**src/rtl/ppg_pkg.sv**
```systemverilog
package ppg_pkg;

  localparam int STATE_W = 3;

  typedef enum logic [STATE_W-1:0] {
    ST_IDLE  = 3'b000,
    ST_SLOT1 = 3'b001,
    ST_SLOT2 = 3'b011,
    ST_SLOT3 = 3'b111,
    ST_TAIL  = 3'b110,
    ST_PAD   = 3'b100
  } ppg_state_e;

  // Successor of a state code; illegal codes fall back to idle.
  function automatic logic [STATE_W-1:0] ppg_next(input logic [STATE_W-1:0] cur,
                                                  input logic go);
    logic [STATE_W-1:0] nxt;
    case (cur)
      ST_IDLE:  nxt = go ? ST_SLOT1 : ST_IDLE;
      ST_SLOT1: nxt = ST_SLOT2;
      ST_SLOT2: nxt = ST_SLOT3;
      ST_SLOT3: nxt = ST_TAIL;
      ST_TAIL:  nxt = ST_PAD;
      ST_PAD:   nxt = ST_IDLE;
      default:  nxt = ST_IDLE;
    endcase
    return nxt;
  endfunction

  // True for the six codes of the Gray cycle.
  function automatic logic ppg_is_legal(input logic [STATE_W-1:0] cur);
    return (cur == ST_IDLE) || (cur == ST_SLOT1) || (cur == ST_SLOT2) ||
           (cur == ST_SLOT3) || (cur == ST_TAIL)  || (cur == ST_PAD);
  endfunction

  // Slot enable before clock qualification.
  function automatic logic ppg_slot_enable(input logic [STATE_W-1:0] cur,
                                           input logic sel);
    return (cur == ST_SLOT1) || ((cur == ST_SLOT3) && sel);
  endfunction

endpackage

```
**src/rtl/ppg_next_logic.sv**
```systemverilog
module ppg_next_logic
  import ppg_pkg::*;
(
  input  logic [STATE_W-1:0] cur_state,
  input  logic               start,
  output logic [STATE_W-1:0] nxt_state,
  output logic               launch,
  output logic               recover
);

  always_comb begin
    nxt_state = ppg_next(cur_state, start);
    launch    = (cur_state == ST_IDLE) && start;
    recover   = !ppg_is_legal(cur_state);
  end

endmodule

```
**src/rtl/ppg_state_reg.sv**
```systemverilog
module ppg_state_reg
  import ppg_pkg::*;
#(
  parameter logic [STATE_W-1:0] RESET_CODE = ST_IDLE
) (
  input  logic               clk,
  input  logic               rst_n,
  input  logic [STATE_W-1:0] nxt_state,
  output logic [STATE_W-1:0] cur_state
);

  always_ff @(posedge clk) begin
    if (!rst_n) cur_state <= RESET_CODE;
    else        cur_state <= nxt_state;
  end

endmodule

```
**src/rtl/ppg_pulse_gate.sv**
```systemverilog
module ppg_pulse_gate
  import ppg_pkg::*;
(
  input  logic               clk,
  input  logic [STATE_W-1:0] cur_state,
  input  logic               sel,
  output logic               slot_en,
  output logic               pulse
);

  always_comb begin
    slot_en = ppg_slot_enable(cur_state, sel);
    pulse   = slot_en & clk;
  end

endmodule

```
**src/rtl/pulse_pattern_gen.sv**
```systemverilog
module pulse_pattern_gen
  import ppg_pkg::*;
(
  input  logic               clk,
  input  logic               rst_n,
  input  logic               start,
  input  logic               sel_last,
  output logic               pulse_out,
  output logic [STATE_W-1:0] state_code
);

  logic [STATE_W-1:0] cur_state;
  logic [STATE_W-1:0] nxt_state;
  logic               seq_launch;
  logic               seq_recover;
  logic               slot_en;

  ppg_next_logic u_next (
    .cur_state (cur_state),
    .start     (start),
    .nxt_state (nxt_state),
    .launch    (seq_launch),
    .recover   (seq_recover)
  );

  ppg_state_reg #(.RESET_CODE(ST_IDLE)) u_reg (
    .clk       (clk),
    .rst_n     (rst_n),
    .nxt_state (nxt_state),
    .cur_state (cur_state)
  );

  ppg_pulse_gate u_gate (
    .clk       (clk),
    .cur_state (cur_state),
    .sel       (sel_last),
    .slot_en   (slot_en),
    .pulse     (pulse_out)
  );

  assign state_code = cur_state;

endmodule

```
**config.mk**
```make
export PLATFORM = sky130hd
export DESIGN_NAME = pulse_pattern_gen
export DESIGN_NICKNAME = d
export VERILOG_FILES = /design/src/rtl/ppg_pkg.sv /design/src/rtl/ppg_next_logic.sv /design/src/rtl/ppg_state_reg.sv /design/src/rtl/ppg_pulse_gate.sv /design/src/rtl/pulse_pattern_gen.sv
export SDC_FILE = /design/constraint.sdc
export NUM_CORES = 1
export LEC_CHECK = 0
export BUFFER_PORTS_ARGS = -buffer_cell sky130_fd_sc_hd__buf_2
export CAP_MARGIN = 20
export CORE_AREA = 3 3 40 42
export DETAILED_ROUTE_END_ITERATION = 8
export DIE_AREA = 0 0 43 45
export PLACE_DENSITY = 0.35
export SYNTH_ARGS = -nofsm -noshare
export SYNTH_HDL_FRONTEND = slang
export SYNTH_SLANG_ARGS = --single-unit
export TNS_END_PERCENT = 30
```
**constraint.sdc**
```tcl
create_clock -name clk -period 0.8 [get_ports clk]
set_input_delay 0.04 -clock clk [delete_from_list [all_inputs] [get_ports clk]]
set_output_delay 0.04 -clock clk [all_outputs]
set_load 0.005 [all_outputs]
```
After elaboration in Yosys (flattened, before gate mapping) --
Index checks and enable logic that the tools add are counted.
Word-level totals: logic and storage cells 11, RAM bits 0, bits in read-only memories 0, bits of input ports 4, register bits after elaboration 3, latch bits 0, memories kept 0
Cells by class: reduce and logical (&&, ||, !) cells 3, multipliers 0, magnitude comparators 0, eq/ne operators 4, multiplexer cells 2, shift-type cells 0, divide/modulo/power cells 0, bitwise gates (word level) 1, add/subtract/negate cells 0
Operators with widths (count):
- $pmux W3 S5 | 1
- $eq A3 B3 Y1 const B | 2
- $eq A3 B1 Y1 const B | 1
- $eq A3 B2 Y1 const B | 1
- $logic_not A3 Y1 | 1
- $and A1 B1 Y1 | 1
- $logic_and A1 B1 Y1 | 1
- $logic_or A1 B1 Y1 | 1
- $mux W1 | 1

Longest topological paths before layout --
depth in word-level cells 4, depth in mapped cells 2

Hierarchy --
From an unflattened synthesis, not the netlist that was laid out.
Second synthesis, totals: cell total of the unflattened synthesis 21, area total of the unflattened synthesis 173.9 µm²
Modules (own cells, without submodules):
- ppg_state_reg | area each 78.8 µm², cells each 6, instances 1
- ppg_next_logic | area each 67.6 µm², cells each 11, instances 1
- ppg_pulse_gate | area each 27.5 µm², cells each 4, instances 1

==> run_results.csv <==
group,metric,value,unit
synth,synth_cell_type_count,8,
synth,async_flop_share,0,%
routing,drc,0,
synth,synth.top_cells.by_count,"dfxtp_1 (3), o211a_1 (3)",
timing,max_freq,0.848,GHz
timing,drv_slew,0,
floorplan,die_area,1940,um2
global_route,overflow,0,
critical_path,crit_type,"flip-flop to output port",
floorplan,num_rows,13,
synth,synth-seq-cells,3,
timing,period_share,147,%
placed_design,io_buffers,7,
synth,yosys_warnings,0,
routing,vias,164,
power,ir_drop,0.794,mV
global_route,grt_pass1_wl,738,um
timing,fin_ws,-0.379,ns
synth,avgSynthCellArea,10.3,um2
synth,yosysTopAreaCell,"dfxtp_1",
timing,setup_violations,5,
status,status,"finished with violations",
cells_and_area,regArea,68.8,um2
worst_hold_path,hold_depth,3,
critical_path,path_max_fanout,4,
critical_path,cpPeakStageDelay,0.34,ns
routing,first_iter_violations,2,
clock_tree,cts_tree,"built",
routing,via_per_inst,3.64,
critical_path,worstPathRequired,0.76,ns
timing,tightest_slew,0.0891,ns
cells_and_area,fill_cells,151,
global_route,grt_max_degree,6,
critical_path,cp_slowest_cell,"dfxtp_4",
power,p_leak,0.157,nW
critical_path,crit_family,"flip-flops",
floorplan,boundaryPins,8,
timing,fin_skew,0.00267,ns
synth,netlist.area_leader.share,48.5,%
status,failed_checks,"setup timing",
synth,syn-num-nets,16,
clock_tree,clk_pin_slew_worst_paths,0.04,ns
critical_path,crit_path_start_kind,"flip-flop",
floorplan,core,1280,um2
placed_design,gp_congestion,0.721,
synth,syn_area,124,um2
critical_path,r2r_slack,0,ns
timing,hold_slack,0.0443,ns
critical_path,cp.arrival,1.14,ns
floorplan,die_w,43,um
critical_path,reg2reg_to,"u_reg.cur_state[0]",
cells_and_area,largest_register_ff_count,3,
cells_and_area,drive_above_1_share,66.7,%
worst_hold_path,hp-class,"primary input to flip-flop",
timing,fin_crit,1.18,ns
synth,synth-edff-count,0,
critical_path,cp_cell_sequence,"or2_1, a21oi_2, buf_2",
cells_and_area,multi_input_area,60.1,um2
critical_path,crit_path_end_kind,"output port",
power,p_total,734,uW
critical_path,cp_num_cells,3,
floorplan,start_util,9.64,%
global_route,antenna_found_initial,0,
run,cap_viol_max_count,0,
routing,first_pass_iters,2,
critical_path,reg2reg_from,"u_reg.cur_state[1]",
critical_path,rr_worst_depth,3,
routing,drt-total-wl,435,um
timing,hold_viol,0,
timing,rsz0062_at_grt,"true",
cells_and_area,largestRegisters,"u_reg.cur_state: 3 flops",
synth,synth_ff_type,"dfxtp_1",
critical_path,crit_end,"pulse_out",
global_route,grt_pass1_vias,219,
clock_tree,insertion_delay,0.34,ns
routing,postRouteAntennaNets,0,
cells_and_area,max_flop_register,"u_reg.cur_state",
cells_and_area,layout.nets,35,
floorplan,dieHeight,45,um
routing,wl_per_cell,9.67,um
synth,synth-seq-area-share,48.5,%
synth,yosys-top-cells-area,"dfxtp_1 (48%), o211a_1 (24%), a21oi_2 (7.1%)",
cells_and_area,area_growth_syn_to_layout,129,%
cells_and_area,n_antenna_cell,0,
global_route,grt_use_total,6.40,%
synth,syn_inst,12,
power,p_per_area,2580,nW/um2
timing,relSlewSlack,94.0,%
critical_path,crit_start,"u_reg.cur_state[1]",
critical_path,cp.buffers_inverters,1,
per-layer routing:
metal,global-route usage (%),share of wire (%),wire (um),up-vias
met5,0,0,0,-
met4,4.82,0,0,0
met3,10.4,14,63,0
met2,7.78,40,176,12
met1,4.08,45,196,72
li1,-,-,-,80
power breakdown:
part / switching (mW) / internal, mW
clock network: 0.144 / 0.372
logic: 0.0162 / 0.0339
registers: 0.00998 / 0.158
total: 0.171 / 0.563
worst reg2reg max path, cell delays in order (launching register included):
cell and delay, ns:
dfxtp_4 0.34, buf_4 0.12, nor2b_1 0.04, o211a_1 0.19
layout by cell type, fill, tap and decap left out:
| master | n |
|---|---|
| or2_1 | 1 |
| dlygate4sd3_1 | 1 |
| nand2_1 | 1 |
| a21oi_2 | 1 |
| nor2b_1 | 1 |
| dfxtp_4 | 2 |
| o211a_1 | 3 |
| nand3_1 | 1 |
| clkbuf_1 | 1 |
| buf_6 | 3 |
| inv_1 | 1 |
| buf_2 | 5 |
| dfxtp_2 | 1 |
| clkbuf_4 | 6 |
| buf_4 | 2 |
kinds of logic after synthesis:
kind of cell	share of synthesized area, %
AOI/OAI and AO/OA	31.3
and+or+nand+nor	17.2
buffers and inverters	3.03
DFF	48.5
area by class of cell:
type / instances / share of cell area [%]
repair buffers: 10 / 27.8
flip-flops and latches: 3 / 24.2
multi-input cells: 8 / 21.1
clock buffers: 8 / 18.9
well taps: 15 / 6.61
inverters: 1 / 1.32
worst min-delay path by stage:
| stage | start | to | slack, ns |
|---|---|---|---|
| after floorplan | clk | pulse_out | 0.19 |
| after global placement | clk | pulse_out | 0.27 |
| after detailed placement | clk | pulse_out | 0.27 |
| after CTS | start | u_reg.cur_state[0] | 0.03 |
| after global routing | start | u_reg.cur_state[0] | 0.07 |
| final | start | u_reg.cur_state[0] | 0.04 |
metrics by stage:
step	area (um2)	setup TNS, ns	utilization [%]	worst slack (ns)	instances
detailed placement	178	-0.0539	13.8	-0.0539	34
finish	284	-0.581	22.1	-0.379	45
floorplan	124	0	-	0.0485	12
global placement	178	-0.0411	13.8	-0.0411	34
global route	284	-0.798	22.1	-0.437	45
CTS	275	-0.634	21.4	-0.380	45
timing repair:
| action | in CTS | in global routing |
|---|---|---|
| pin swaps | 2 | 0 |
| setup endpoints to repair | 5 | 7 |
| hold endpoints to repair | 3 | 0 |
| hold buffers | 1 | 0 |
| resized for setup | 6 | 2 |
| buffers inserted | 3 | 0 |
Power figures use the tool's default switching activity.
